===== src/rtl/rtc_snoop_pkg.sv =====
package rtc_snoop_pkg;
   localparam int BYTE_W     = 8;
   localparam int NFIELD     = 7;
   localparam int FIELD_BASE = 2;
   localparam int CTRL_REG   = 1;
   localparam int CTRL_W     = 5;

   typedef enum logic [2:0] {
      EV_START   = 3'd0,
      EV_RSTART  = 3'd1,
      EV_STOP    = 3'd2,
      EV_ADDR_WR = 3'd3,
      EV_ADDR_RD = 3'd4,
      EV_DATA_WR = 3'd5,
      EV_DATA_RD = 3'd6
   } ev_code_t;

   typedef enum logic [2:0] {
      S_IDLE, S_ADDR, S_PTR, S_WR, S_RADDR, S_RD
   } snoop_st_t;

   function automatic logic [BYTE_W-1:0] field_mask(input int idx);
      case (idx)
         0, 1:    return 8'h7F;
         2, 3:    return 8'h3F;
         4:       return 8'h07;
         5:       return 8'h1F;
         default: return 8'hFF;
      endcase
   endfunction
endpackage


===== src/rtl/rtc_snoop_seq.sv =====
module rtc_snoop_seq
   import rtc_snoop_pkg::*;
#(
   parameter int               PTR_W   = 4,
   parameter logic [BYTE_W-1:0] WR_ADDR = 8'hA2,
   parameter logic [BYTE_W-1:0] RD_ADDR = 8'hA3
) (
   input  logic              clk,
   input  logic              rst_n,
   input  logic              ev_valid,
   input  logic [2:0]        ev_code,
   input  logic [BYTE_W-1:0] ev_data,
   output logic              st_en,
   output logic [PTR_W-1:0]  st_idx,
   output logic              clr_vld,
   output logic              wr_done,
   output logic              rd_done
);
   snoop_st_t        state;
   logic [PTR_W-1:0] ptr;

   // Storage is allowed in the two data phases only.
   assign st_en   = ev_valid &&
                    ((state == S_WR && ev_code == EV_DATA_WR) ||
                     (state == S_RD && ev_code == EV_DATA_RD));
   assign st_idx  = ptr;
   assign clr_vld = ev_valid && state == S_ADDR &&
                    ev_code == EV_ADDR_WR && ev_data == WR_ADDR;

   always_ff @(posedge clk) begin
      if (!rst_n) begin
         state   <= S_IDLE;
         ptr     <= '0;
         wr_done <= 1'b0;
         rd_done <= 1'b0;
      end else begin
         wr_done <= 1'b0;
         rd_done <= 1'b0;
         if (ev_valid) begin
            if (ev_code == EV_STOP) begin
               wr_done <= (state == S_WR);
               rd_done <= (state == S_RD);
               state   <= S_IDLE;
            end else if (ev_code == EV_START) begin
               state <= S_ADDR;
            end else begin
               unique case (state)
                  S_ADDR:
                     if (ev_code == EV_ADDR_WR)
                        state <= (ev_data == WR_ADDR) ? S_PTR : S_IDLE;
                  S_PTR:
                     if (ev_code == EV_DATA_WR) begin
                        ptr   <= ev_data[PTR_W-1:0];
                        state <= S_WR;
                     end
                  S_WR:
                     if (ev_code == EV_RSTART)
                        state <= S_RADDR;
                     else if (ev_code == EV_DATA_WR)
                        ptr <= ptr + 1'b1;
                  S_RADDR:
                     if (ev_code == EV_ADDR_RD)
                        state <= (ev_data == RD_ADDR) ? S_RD : S_IDLE;
                  S_RD:
                     if (ev_code == EV_DATA_RD)
                        ptr <= ptr + 1'b1;
                  default: ;
               endcase
            end
         end
      end
   end
endmodule


===== src/rtl/rtc_snoop_bank.sv =====
module rtc_snoop_bank
   import rtc_snoop_pkg::*;
#(
   parameter int PTR_W = 4
) (
   input  logic                     clk,
   input  logic                     rst_n,
   input  logic                     st_en,
   input  logic [PTR_W-1:0]         st_idx,
   input  logic [BYTE_W-1:0]        st_data,
   input  logic                     clr_vld,
   output logic [NFIELD*BYTE_W-1:0] field_bcd,
   output logic [NFIELD-1:0]        field_vld,
   output logic                     volt_low,
   output logic [CTRL_W-1:0]        ctrl_flags,
   output logic                     bcd_error
);
   logic [NFIELD-1:0] bad_nib;

   for (genvar gi = 0; gi < NFIELD; gi++) begin : g_fld
      localparam logic [BYTE_W-1:0] MSK = field_mask(gi);
      logic              hit;
      logic [BYTE_W-1:0] masked;
      assign hit    = st_en && (st_idx == PTR_W'(FIELD_BASE + gi));
      assign masked = st_data & MSK;
      assign bad_nib[gi] = hit && (masked[7:4] > 4'd9 || masked[3:0] > 4'd9);

      always_ff @(posedge clk) begin
         if (!rst_n) begin
            field_bcd[gi*BYTE_W +: BYTE_W] <= '0;
            field_vld[gi]                  <= 1'b0;
         end else if (clr_vld) begin
            field_vld[gi] <= 1'b0;
         end else if (hit) begin
            field_bcd[gi*BYTE_W +: BYTE_W] <= masked;
            field_vld[gi]                  <= 1'b1;
         end
      end
   end

   always_ff @(posedge clk) begin
      if (!rst_n) begin
         volt_low   <= 1'b0;
         ctrl_flags <= '0;
         bcd_error  <= 1'b0;
      end else begin
         if (st_en && st_idx == PTR_W'(FIELD_BASE))
            volt_low <= st_data[BYTE_W-1];
         if (st_en && st_idx == PTR_W'(CTRL_REG))
            ctrl_flags <= st_data[CTRL_W-1:0];
         if (|bad_nib)
            bcd_error <= 1'b1;
      end
   end
endmodule


===== src/rtl/rtc_snoop_bcd2bin.sv =====
module rtc_snoop_bcd2bin
   import rtc_snoop_pkg::*;
(
   input  logic [BYTE_W-1:0] bcd,
   output logic [BYTE_W-1:0] bin
);
   assign bin = BYTE_W'(bcd[7:4]) * BYTE_W'(10) + BYTE_W'(bcd[3:0]);
endmodule


===== src/rtl/rtc_snoop.sv =====
module rtc_snoop
   import rtc_snoop_pkg::*;
#(
   parameter int                PTR_W   = 4,
   parameter logic [BYTE_W-1:0] WR_ADDR = 8'hA2,
   parameter logic [BYTE_W-1:0] RD_ADDR = 8'hA3
) (
   input  logic                     clk,
   input  logic                     rst_n,
   input  logic                     ev_valid,
   input  logic [2:0]               ev_code,
   input  logic [BYTE_W-1:0]        ev_data,
   output logic [NFIELD*BYTE_W-1:0] field_bcd,
   output logic [NFIELD*BYTE_W-1:0] field_bin,
   output logic [NFIELD-1:0]        field_vld,
   output logic                     volt_low,
   output logic [CTRL_W-1:0]        ctrl_flags,
   output logic                     bcd_error,
   output logic                     wr_done,
   output logic                     rd_done
);
   localparam int TOP_REG = FIELD_BASE + NFIELD - 1;

   if (PTR_W > BYTE_W || (1 << PTR_W) <= TOP_REG) begin : g_bad_ptr
      $error("rtc_snoop: PTR_W must address register %0d and fit a byte", TOP_REG);
   end
   if (WR_ADDR[0] != 1'b0 || RD_ADDR != (WR_ADDR | 8'h01)) begin : g_bad_addr
      $error("rtc_snoop: read address must be the write address with bit 0 set");
   end

   logic             st_en, clr_vld;
   logic [PTR_W-1:0] st_idx;

   rtc_snoop_seq #(.PTR_W(PTR_W), .WR_ADDR(WR_ADDR), .RD_ADDR(RD_ADDR)) u_seq (
      .clk(clk), .rst_n(rst_n), .ev_valid(ev_valid), .ev_code(ev_code),
      .ev_data(ev_data), .st_en(st_en), .st_idx(st_idx), .clr_vld(clr_vld),
      .wr_done(wr_done), .rd_done(rd_done)
   );

   rtc_snoop_bank #(.PTR_W(PTR_W)) u_bank (
      .clk(clk), .rst_n(rst_n), .st_en(st_en), .st_idx(st_idx),
      .st_data(ev_data), .clr_vld(clr_vld), .field_bcd(field_bcd),
      .field_vld(field_vld), .volt_low(volt_low), .ctrl_flags(ctrl_flags),
      .bcd_error(bcd_error)
   );

   for (genvar gi = 0; gi < NFIELD; gi++) begin : g_conv
      rtc_snoop_bcd2bin u_conv (
         .bcd(field_bcd[gi*BYTE_W +: BYTE_W]),
         .bin(field_bin[gi*BYTE_W +: BYTE_W])
      );
   end
endmodule


===== config.mk =====
export PLATFORM = sky130hd
export DESIGN_NAME = rtc_snoop
export DESIGN_NICKNAME = d
export VERILOG_FILES = /design/src/rtl/rtc_snoop_pkg.sv /design/src/rtl/rtc_snoop_seq.sv /design/src/rtl/rtc_snoop_bank.sv /design/src/rtl/rtc_snoop_bcd2bin.sv /design/src/rtl/rtc_snoop.sv
export SDC_FILE = /design/constraint.sdc
export NUM_CORES = 1
export LEC_CHECK = 0
export CORE_AREA = 2 2 97 99
export CTS_CLUSTER_DIAMETER = 50
export DETAILED_ROUTE_END_ITERATION = 10
export DIE_AREA = 0 0 99 101
export PLACE_DENSITY_LB_ADDON = 0.15
export SYNTH_ARGS = -nofsm -noshare
export SYNTH_HDL_FRONTEND = slang
export SYNTH_SLANG_ARGS = --single-unit

===== constraint.sdc =====
create_clock -name clk -period 2.46 [get_ports clk]
set_input_delay 0.369 -clock clk [delete_from_list [all_inputs] [get_ports clk]]
set_output_delay 0.369 -clock clk [all_outputs]
set_load 0.02 [all_outputs]

Yosys cells after proc, flatten, opt, wreduce, memory -nomap -nowiden
Index checks and enable logic that the tools add are counted.

Bits in registers: 65.

$add $sub $neg: 7. Multiply operators: 6. Order comparisons: 6. Equality and inequality tests: 29. Multiplexer cells: 14. Bitwise gates (word level): 4. Reductions and logical operators: 41.

Operator list (count): $add 8x4->8 (6); $logic_and 1x1->1 (21); $mux 3 (7); $eq 4x3->1 const B (4); $eq 8x8->1 const B (2); $mux 4 (4); $eq 3x3->1 const B (5); $reduce_and 2->1 (7); $eq 3x2->1 const B (4); $mul 3x3->6 const B (2); $pmux 3 s4 (1); $pmux 4 s3 (1); $mul 2x3->5 const B (2); $eq 4x2->1 const B (2); $gt 3x4->1 const B (2); $gt 4x4->1 const B (2); $ne 4x1->1 const B (2); $ne 4x4->1 const B (2); $reduce_and 8->1 (1); $mul 4x3->7 const B (1); $reduce_or 7->1 (1); $eq 3x1->1 const B (2); $ne 2x2->1 const B (3); $reduce_and 6->1 (1); other kinds (15) (22).

Longest topological paths before layout
Gate-level depths: netlist (run 1).

Depth in word-level cells: 7. Mapped depth: 8. Mapped depth without buffers: 7.

Modules after synthesis
From an unflattened synthesis (run 1), not the netlist that was laid out.

Cells, all modules: 568. Area total of the unflattened synthesis: 4979.8 µm².

By module, submodules not included: rtc_snoop_bank (instances 1, cells each 281, area an instance 2402.3 µm², seq. area each 1121.1 µm²); rtc_snoop_bcd2bin (instances 7, cells each 29, area an instance 264.0 µm², seq. area each 0.0 µm²); rtc_snoop_seq (instances 1, cells each 84, area an instance 729.4 µm², seq. area each 180.2 µm²).

Least setup slack after synthesis (run 1)
OpenSTA, ideal clock, no wires.

Path type: register to output. From: register u_bank.field_bcd[55]. To: output port field_bin[55]. Arrival time: 2.160 ns. Required time: 2.091 ns. Setup slack: -0.069 ns. Stages on the path, launching flop included: 8. Cell sequence: dfxtp_1 -> ha_1 -> ha_1 -> fa_1 -> nand2_1 -> o21bai_1 -> mux2i_1 -> a22o_1.

Longest elaborated chain between the ends: 2.

RTL lines: start: declaration (line rtc_snoop_bank.sv:12) `output logic [NFIELD*BYTE_W-1:0] field_bcd,`; start signal: indexed assignment (line rtc_snoop_bank.sv:35) `field_bcd[gi*BYTE_W +: BYTE_W] <= masked;`; $mul 4x3->7 (line rtc_snoop_bcd2bin.sv:7) `assign bin = BYTE_W'(bcd[7:4]) * BYTE_W'(10) + BYTE_W'(bcd[3:0]);`; $add 8x4->8 (line rtc_snoop_bcd2bin.sv:7); end: declaration (line rtc_snoop.sv:14) `output logic [NFIELD*BYTE_W-1:0] field_bin,`.

Every way passes these cells.

Final worst setup path (run 1)
From: register u_bank.field_bcd[53]. To: output port field_bin[55].

Same word-level chain as after synthesis.

==> results.toml, run 1 <==
[outcome]
status = "finished, violations left"
violations = "setup timing"

[synthesis]
avgSynthCellArea_um2 = 8.51
synth.yosys.seq_area_share_pct = 33.2
synth_warnings = 0
synth_area_um2 = 3920
synth_top_area_share_pct = 33.2
ys_seq_elements = 65
syn_inst = 461
async_flop_share_pct = 0
synth_top_flop_cell = "dfxtp_1"
synthDistinctLibCells = 51
yosysTopAreaCell = "dfxtp_1"
synthTopCellsByArea = "dfxtp_1 33%, ha_1 10%, buf_4 7.1%"
synth_edf_count = 0

[worst_setup_path]
timing.rr.end = "u_bank.field_bcd[19]"
crit_top_cell = "ha_4"
cpMaxStageDelayCell = "fa_1"
arrival_ns = 2.26
slowest_delay_ns = 0.49
required_ns = 2.09
crit_buf_inv = 1
r2r-start = "u_seq.state[1]"
path_cells = "ha_4 > ha_4 > fa_1 > nand2_1 > o21bai_4 > mux2i_1 > a22o_1 > buf_6"
start_kind = "register"
reg2reg_depth = 5
critical_path.top_delay_family = "adder cells"
path_max_fanout = 2
path_class = "reg2out"
rrSetupSlack_ns = 0.37
end_kind = "output pin"

[sta]
setup_violations = 3
skew_ns = 0.00983
fin_crit_ns = 2.63
fin_crit_sh_pct = 107
relSlewSlack_pct = 62.1
rsz0062_at_grt = "yes"
fmax_mhz = 380
worst_slack_ns = -0.170
hold_viol = 0
worst_slew_pin_slew_ns = 0.568
slew_viol_final = 0

[placed_design]
post-place-ws_ns = -0.367
port_buffers = 115
gp_congestion = 0.871
post-dp-hpwl_mm = 7.25

[routing]
vias_per_cell = 4.97
vias = 3453
ant_nets = 0
dr.pass1.iters = 4
drc = 0
totalWireLength_mm = 9.65
wl_per_cell_um = 13.9
drt_iter0_markers = 100

[floorplanning]
die_area_um2 = 10000
die_w_um = 99
ios = 142
rows = 35
start_util_pct = 43.7
die_y_um = 101
coreArea_um2 = 8980

[clock_tree]
cts_root_buffer = "clkbuf_8"
clock_sinks = 65
htreeDepth = 3
clk-insertion-delay-late_ns = 0.33
clk_pin_slew_ns = 0.07
ctsHoldBuffers = 0
cts_tree = "built"
clockBufferDepth = 2
cts_buffers = 9

[run]
cap_violations = 0

[global_route]
grt_max_degree = 31
grt_pass1_wl_mm = 15.3
grt_overflow = 0
antenna_found_initial = 0
grt_pass1_vias = 3146
grt.total_usage_pct = 19.0

[min_path]
holdPathStages = 2
hold_start = "u_bank.field_vld[2]"
min_to = "u_bank.field_vld[2]"
min_path_type = "reg2reg"

[cells_and_area]
nFillCells = 825
areaGrowthSynthToFinish_pct = 35.4
fin_util_pct = 59.1
final_nets = 631
drive_above_1_share_pct = 12.0
diodes = 0

[pwr]
p_per_area_nw_per_um2 = 371
ir_drop_mv = 0.310
power.leakage_nw = 2.45
==> layer usage <==
layer,wire [um],global-route usage [%]
met1,4170,24.4
met4,90,6.95
met2,4880,32.6
met3,509,2.70
met5,0,0
==> cell usage after synthesis (2+ instances only) <==
| master | count |
|---|---|
| nor3_1 | 4 |
| nand3_1 | 29 |
| a21oi_1 | 32 |
| xnor2_1 | 15 |
| inv_1 | 32 |
| dfxtp_1 | 65 |
| buf_4 | 37 |
| o2111a_1 | 3 |
| buf_2 | 5 |
| and2_1 | 2 |
| nor2b_1 | 5 |
| nand2_1 | 57 |
| a21o_1 | 6 |
| nand4b_1 | 2 |
| and4bb_2 | 2 |
| clkbuf_1 | 11 |
| nor2_1 | 19 |
| o21ai_0 | 34 |
| xor2_1 | 5 |
| nand2b_1 | 3 |
| nor4b_1 | 2 |
| o22ai_1 | 2 |
| nand2_4 | 3 |
| ha_1 | 32 |
| or2_2 | 2 |
| mux2i_1 | 22 |
| fa_1 | 6 |
==> where the power goes <==
group,internal [W],switching (W),total (W),leakage (nW)
Sequential,0.00105,0.000000302,0.00105,0.525
Clock,0.000389,0.000398,0.000788,0.0891
Combinational,0.0000350,0.0000954,0.000130,1.83
Total,0.00148,0.000494,0.00197,2.45
==> cell type report <==
type / instances / area [um2] / area share [%]
Tap cell: 111 / 139 / 2.62
Clock inverter: 5 / 31.3 / 0.589
Multi-Input combinational cell: 335 / 2300 / 43.3
Timing Repair Buffer: 136 / 1270 / 23.9
Sequential cell: 65 / 1310 / 24.6
Inverter: 32 / 120 / 2.26
Clock buffer: 11 / 141 / 2.66
==> repair_timing <==
action | CTS | global route
pin swaps | 4 | 5
resized for setup | 54 | 18
buffers inserted | 0 | 1
setup endpoints to repair | 23 | 16
==> sequential cells by signal, summed over array words and instances, names as in the netlist <==
register and count:
u_bank.bcd_error 1, u_bank.volt_low 1, u_seq.state 3, u_bank.ctrl_flags 5, u_seq.rd_done 1, u_seq.st_idx 4, u_bank.field_bcd 42, u_bank.field_vld 7
u_seq.wr_done 1
==> cells by family after synthesis <==
family                   Yosys count  synth area share, %
multiplexers                      22                 5.62
other                              1               0.0956
AND/OR/NAND/NOR                  141                 18.2
flip-flops                        65                 33.2
buffers and inverters             86                 12.1
AO/OA/AOI/OAI                     88                 13.1
XOR/XNOR                          20                 4.47
adder cells (fa/ha/maj)           38                 13.3
==> tightest hold or removal path, stage by stage, from the launching register on <==
cell,delay [ns]
dfxtp_1,0.31
inv_1,0.05
a21oi_1,0.05
==> cell usage in the layout, fill, tap and decap left out, types with 2 or more instances in the layout <==
master	n
nand3_1	29
and4bb_2	2
clkdlybuf4s50_1	89
clkinv_2	3
a21oi_1	31
nor2_1	18
clkdlybuf4s15_1	2
o22ai_1	2
mux2i_1	22
nand2_4	3
o21ai_0	32
buf_2	3
ha_1	30
nand2b_1	3
nand2_1	57
nor2b_1	2
dlymetal6s2s_1	2
o2111a_1	3
clkbuf_8	10
nor2b_2	2
ha_4	2
nor3_1	4
clkbuf_2	2
nor4b_1	2
o21ai_1	3
a21o_1	6
xnor2_1	15
conb_1	26
buf_4	23
fa_1	5
dfxtp_1	61
inv_1	32
xor2_1	5
or2_2	2
dlygate4sd2_1	13
nand4b_1	2
and2_1	2
dfxtp_2	4
==> metrics by stage <==
stage / area [um2] / total power, W / std cells / hold slack [ns] / setup TNS [ns]
CTS: 5290 / 0.00199 / 694 / 0.454 / -0.293
detailed placement: 5100 / 0.00121 / 678 / 0.444 / -0.647
floorplan: 4020 / 0.00119 / 486 / 0.502 / 0
finish: 5310 / 0.00197 / 695 / 0.449 / -0.333
global route: 5310 / 0.00205 / 695 / 0.475 / -0.599
global placement: 5100 / 0.00121 / 678 / 0.434 / -0.539
==> worst max path at each step <==
stage | start | to | slack [ns] | cells past startpoint
final | u_bank.field_bcd[53] | field_bin[55] | -0.17 | 8
after detailed placement | u_bank.field_bcd[53] | field_bin[55] | -0.37 | 8
after global routing | u_bank.field_bcd[53] | field_bin[55] | -0.27 | 8
after global placement | u_bank.field_bcd[53] | field_bin[55] | -0.33 | 8
after floorplan | u_bank.field_bcd[55] | field_bin[55] | 0.06 | 7
after CTS | u_bank.field_bcd[53] | field_bin[55] | -0.25 | 8
Note: power is estimated with default switching activity, not from simulation.
==> inputs of run 2 (changes only) <==
--- a/config.mk
+++ b/config.mk
@@ -9,6 +9,7 @@
 export CTS_CLUSTER_DIAMETER = 50
 export DETAILED_ROUTE_END_ITERATION = 10
 export DIE_AREA = 0 0 99 101
+export MAX_ROUTING_LAYER = met4
 export PLACE_DENSITY_LB_ADDON = 0.15
 export SYNTH_ARGS = -nofsm -noshare
 export SYNTH_HDL_FRONTEND = slang
==> run 2 against run 1 <==
  * The run still ends with setup timing left
  * Global-route usage up 0.084 points
  * Fmax rose by 0.88%
  * First-iteration DRC count shrank 3.0%
  * Total power up 10%
  * Worst setup slack better by 0.023 ns
  * Sequential share of layout area fell by 0.21 points
  * Register-to-register slack about the same
  * Final cell count is 0.14% higher
  * Clock power increased by 25%
  * Core utilization up 0.52 points
  * Critical path type unchanged
  * Sequential power about the same
==> results.toml, run 2 (synthesis gave the netlist of run 1 again) <==
[cells_and_area]
final_nets = 632
final_cells = 696
register_area_um2 = 1310
diodes = 0
regMostFlops = "u_bank.field_bcd"
reg_top3 = "u_bank.field_bcd: 42 flops, u_bank.field_vld: 7 flops, u_bank.ctrl_flags: 5 flops"
areaGrowthSynthToFinish_pct = 36.6
final_cell_mix = "88 x clkdlybuf4s50_1, 61 x dfxtp_1, 57 x nand2_1"
postLayoutCellArea_um2 = 5360
nFillCells = 820
multi_input_comb_area_um2 = 2300
final_common_cell = "clkdlybuf4s50_1"
largest_reg_flops = 42
drive_above_1_share_pct = 12.3

[floorplanning]
coreArea_um2 = 8980
die_w_um = 99
rows = 35
die_area_um2 = 10000
start_util_pct = 43.7
ios = 142
die_y_um = 101

[sta]
fin_crit_ns = 2.61
rsz0062_at_grt = "yes"
hold_viol = 0
skew_ns = 0.00517
slew_viol_final = 0
fmax_mhz = 384
setup_tns_ns = -0.147
worst_slack_ns = -0.147
fin_crit_sh_pct = 106
setup_violations = 1

[routing]
totalWireLength_mm = 9.43
drt_iter0_markers = 97
ant_nets = 0
drc = 0
dr.pass1.iters = 4
vias = 3470
vias_per_cell = 4.99
wl_per_cell_um = 13.6

[outcome]
violations = "setup timing"
status = "finished, violations left"

[clock_tree]
cts_buffers = 9
clockBufferDepth = 2
clk_pin_slew_ns = 0.07
clock_sinks = 65
clk-insertion-delay-late_ns = 0.33
ctsHoldBuffers = 0
cts_tree = "built"
cts_root_buffer = "clkbuf_8"
htreeDepth = 3

[placed_design]
placedInstanceArea_um2 = 5100
port_buffers = 115
gp_congestion = 0.861
placedCellCount = 679
post-dp-hpwl_mm = 7.27

[global_route]
grt_overflow = 0
grt_pass1_wl_mm = 15.1
grt.total_usage_pct = 19.1
grt_max_degree = 35
grt_pass1_vias = 3211
antenna_found_initial = 0

[worst_setup_path]
required_ns = 2.09
arrival_ns = 2.24
path_max_fanout = 2
end_kind = "output pin"
path_class = "reg2out"
start_kind = "register"

[pwr]
ir_drop_mv = 0.259
p_per_area_nw_per_um2 = 405
power.leakage_nw = 2.52
report.power.total_w = 0.00217

[run]
cap_violations = 0

[min_path]
min_path_type = "reg2reg"
-- run 2: worst paths after layout --
path | from | to | slack [ns] | cells past startpoint
max | u_bank.field_bcd[53] | field_bin[55] | -0.15 | 8
min | u_bank.field_vld[1] | u_bank.field_vld[1] | 0.45 | 2
max reg2reg | u_seq.state[1] | u_bank.field_bcd[19] | 0.37 | 5
min reg2reg | u_bank.field_vld[1] | u_bank.field_vld[1] | 0.45 | 2
-- run 2: repair_timing --
item / CTS / global route
setup buffers: 2 / 0
pin swaps: 5 / 3
setup endpoints to repair: 22 / 16
gates resized for setup: 53 / 20
-- run 2: layer usage --
layer	vias to the layer above	global-route usage, %	wire, um	share of wire, %
li1	1743	-	-	-
met1	1609	23.9	4090	43
met2	101	31.9	4660	49
met3	17	2.98	503	5.3
met4	0	6.01	176	1.9
met5	-	-	0	0
-- run 2: area by class of cell --
cell class	instances	share of cell area, %
sequential	65	24.4
tap	111	2.59
clock buffer	9	2.31
inverter	32	2.24
multi-input combinational	335	42.9
timing repair buffer	137	23.8
clock inverter	7	1.78
-- run 2: worst max-delay path: stages (launching register included) --
cell and delay [ns]:
dfxtp_2 0.34, ha_4 0.24, ha_4 0.15, fa_1 0.49, nand2_1 0.07, o21bai_4 0.17
mux2i_1 0.12, a22o_1 0.20, buf_6 0.13
-- run 2: where the power goes --
group          internal, W  leakage, nW  switching, W  total [W]
sequential         0.00105        0.525   0.000000267    0.00105
clock             0.000570        0.109      0.000417   0.000987
combinational    0.0000350         1.88     0.0000952   0.000130
total              0.00166         2.52      0.000512    0.00217
-- run 2: per-stage QoR --
stage	worst slack, ns	hold WS, ns	util, %
3_5_place_dp	-0.371	0.438	56.9
6_report	-0.147	0.446	59.7
3_3_place_gp	-0.338	0.433	56.9
4_1_cts	-0.251	0.448	59.6
2_1_floorplan	0.0636	0.502	-
5_1_grt	-0.254	0.470	59.7
==> inputs of run 3 (changes only) <==
--- a/config.mk
+++ b/config.mk
@@ -5,10 +5,10 @@
 export SDC_FILE = /design/constraint.sdc
 export NUM_CORES = 1
 export LEC_CHECK = 0
-export CORE_AREA = 2 2 97 99
+export CORE_AREA = 2 2 102 94
 export CTS_CLUSTER_DIAMETER = 50
 export DETAILED_ROUTE_END_ITERATION = 10
-export DIE_AREA = 0 0 99 101
+export DIE_AREA = 0 0 104 96
 export MAX_ROUTING_LAYER = met4
 export PLACE_DENSITY_LB_ADDON = 0.15
 export SYNTH_ARGS = -nofsm -noshare
==> run 3 against run 2 <==
  * The run still ends with setup timing left
  * Highest routed layer unchanged
  * Register-to-register slack hardly changed
  * Critical endpoint unchanged
  * Combinational power hardly changed
  * Largest cell class unchanged
  * Total power is 3.1% lower
  * Wire length is 2.3% higher
  * Critical path type unchanged
  * Clock-buffer cell count is 1 higher
  * Design area is 0.37% higher
==> results.toml, run 3 (synthesis gave the netlist of run 1 again) <==
[outcome]
status = "finished, violations left"
violations = "setup timing"

[min_path]
min_path_type = "reg2reg"
holdPathStages = 2
hold_start = "u_bank.field_vld[3]"

[worst_setup_path]
rrSetupSlack_ns = 0.38
crit_cells = 8
path_max_fanout = 2
reg2reg_depth = 5
path_cells = "ha_4 > ha_4 > fa_1 > nand2_1 > o21bai_4 > mux2i_1 > a22o_1 > buf_6"
required_ns = 2.09
critical_path.top_delay_family = "adder cells"
arrival_ns = 2.34
end_kind = "output pin"
slowest_delay_ns = 0.53
crit_buf_inv = 1
cpMaxStageDelayCell = "fa_1"
crit_top_cell = "ha_4"
path_class = "reg2out"
start_kind = "register"
r2r-start = "u_seq.state[1]"
crit_start = "u_bank.field_bcd[55]"

[routing]
vias_per_cell = 4.90
vias = 3474
drt_iter0_markers = 186
dr.pass1.iters = 4
wl_per_cell_um = 13.6
totalWireLength_mm = 9.65
ant_nets = 0
drc = 0

[floorplanning]
die_y_um = 96
coreArea_um2 = 8920
rows = 33
start_util_pct = 44.0
ios = 142
die_w_um = 104
die_area_um2 = 9980

[cells_and_area]
nFillCells = 817
reg_top3 = "u_bank.field_bcd: 42 flops, u_bank.field_vld: 7 flops, u_bank.ctrl_flags: 5 flops"
regMostFlops = "u_bank.field_bcd"
final_nets = 634
drive_above_1_share_pct = 13.3
final_cell_mix = "88 x clkdlybuf4s50_1, 60 x dfxtp_1, 57 x nand2_1"
final_common_cell = "clkdlybuf4s50_1"
final_cells = 709
areaGrowthSynthToFinish_pct = 37.1
diodes = 0
largest_reg_flops = 42

[pwr]
p_per_area_nw_per_um2 = 391
power.leakage_nw = 2.50
ir_drop_mv = 0.215

[sta]
skew_ns = 0.00628
slew_viol_final = 0
hold_viol = 0
worst_slack_ns = -0.247
hold_slack_ns = 0.449
worst_slew_pin_slew_ns = 0.586
fmax_mhz = 369
setup_violations = 1
setup_tns_ns = -0.247
relSlewSlack_pct = 61.0
fin_crit_ns = 2.71
rsz0062_at_grt = "yes"
fin_crit_sh_pct = 110

[clock_tree]
cts_tree = "built"
htreeDepth = 3
clk_pin_slew_ns = 0.07
cts_root_buffer = "clkbuf_8"
clock_sinks = 65
ctsHoldBuffers = 0
clk-insertion-delay-late_ns = 0.34
clockBufferDepth = 2
cts_buffers = 9

[global_route]
antenna_found_initial = 0
grt_pass1_vias = 3320
grt.total_usage_pct = 20.2
grt_overflow = 0
grt_pass1_wl_mm = 15.9
grt_max_degree = 34

[placed_design]
gp_congestion = 0.838
post-dp-hpwl_mm = 7.27
post-place-ws_ns = -0.415
placedCellCount = 691
port_buffers = 115

[run]
cap_violations = 0
[run 3: timing repair]
item / 4_1_cts / 5_1_grt
setup buffers: 1 / 2
pin swaps: 5 / 3
endpoints found under the setup margin: 23 / 16
resized for setup: 52 / 26
[run 3: metrics by stage]
stage / utilization (%) / cell area, um2 / power [W]
after floorplan: - / 4020 / 0.00119
after global placement: 57.5 / 5130 / 0.00121
after detailed placement: 57.5 / 5130 / 0.00121
after CTS: 60.0 / 5350 / 0.00212
after global routing: 60.3 / 5380 / 0.00217
final: 60.3 / 5380 / 0.00210
[run 3: routing by layer]
metal  routed length, um  part of all wire, %  up-vias  global-route usage [%]
met5                   0                    0        -                       -
met3                 545                  5.6       18                    3.93
met2                4410                   46      126                    32.4
met1                4530                   47     1581                    25.7
met4                 165                  1.7        0                    7.55
li1                    -                    -     1749                       -
[run 3: power breakdown]
group	switching [W]	leakage [nW]	internal, W	total, W
clock network	0.000422	0.0985	0.000497	0.000919
registers	0.000000148	0.526	0.00105	0.00105
logic	0.0000958	1.88	0.0000350	0.000131
[run 3: worst register-to-register path: stages (launching register included)]
cell and delay, ns:
dfxtp_1 0.55, and4bb_2 0.30, o2111a_1 0.34, and3b_1 0.44, nand2_4 0.17, mux2i_1 0.15
[run 3: cell type report]
type                            count  area, um2  share of cell area [%]
Clock inverter                      6       67.6                    1.26
Sequential cell                    65       1310                    24.3
Tap cell                          122        153                    2.84
Timing Repair Buffer              139       1280                    23.9
Inverter                           32        120                    2.23
Multi-Input combinational cell    335       2310                    42.9
Clock buffer                       10        138                    2.56
[run 3: worst paths after layout]
kind                               end
setup reg to reg  u_bank.field_bcd[25]
setup / recovery         field_bin[55]
hold / removal     u_bank.field_vld[3]
hold reg to reg    u_bank.field_vld[3]
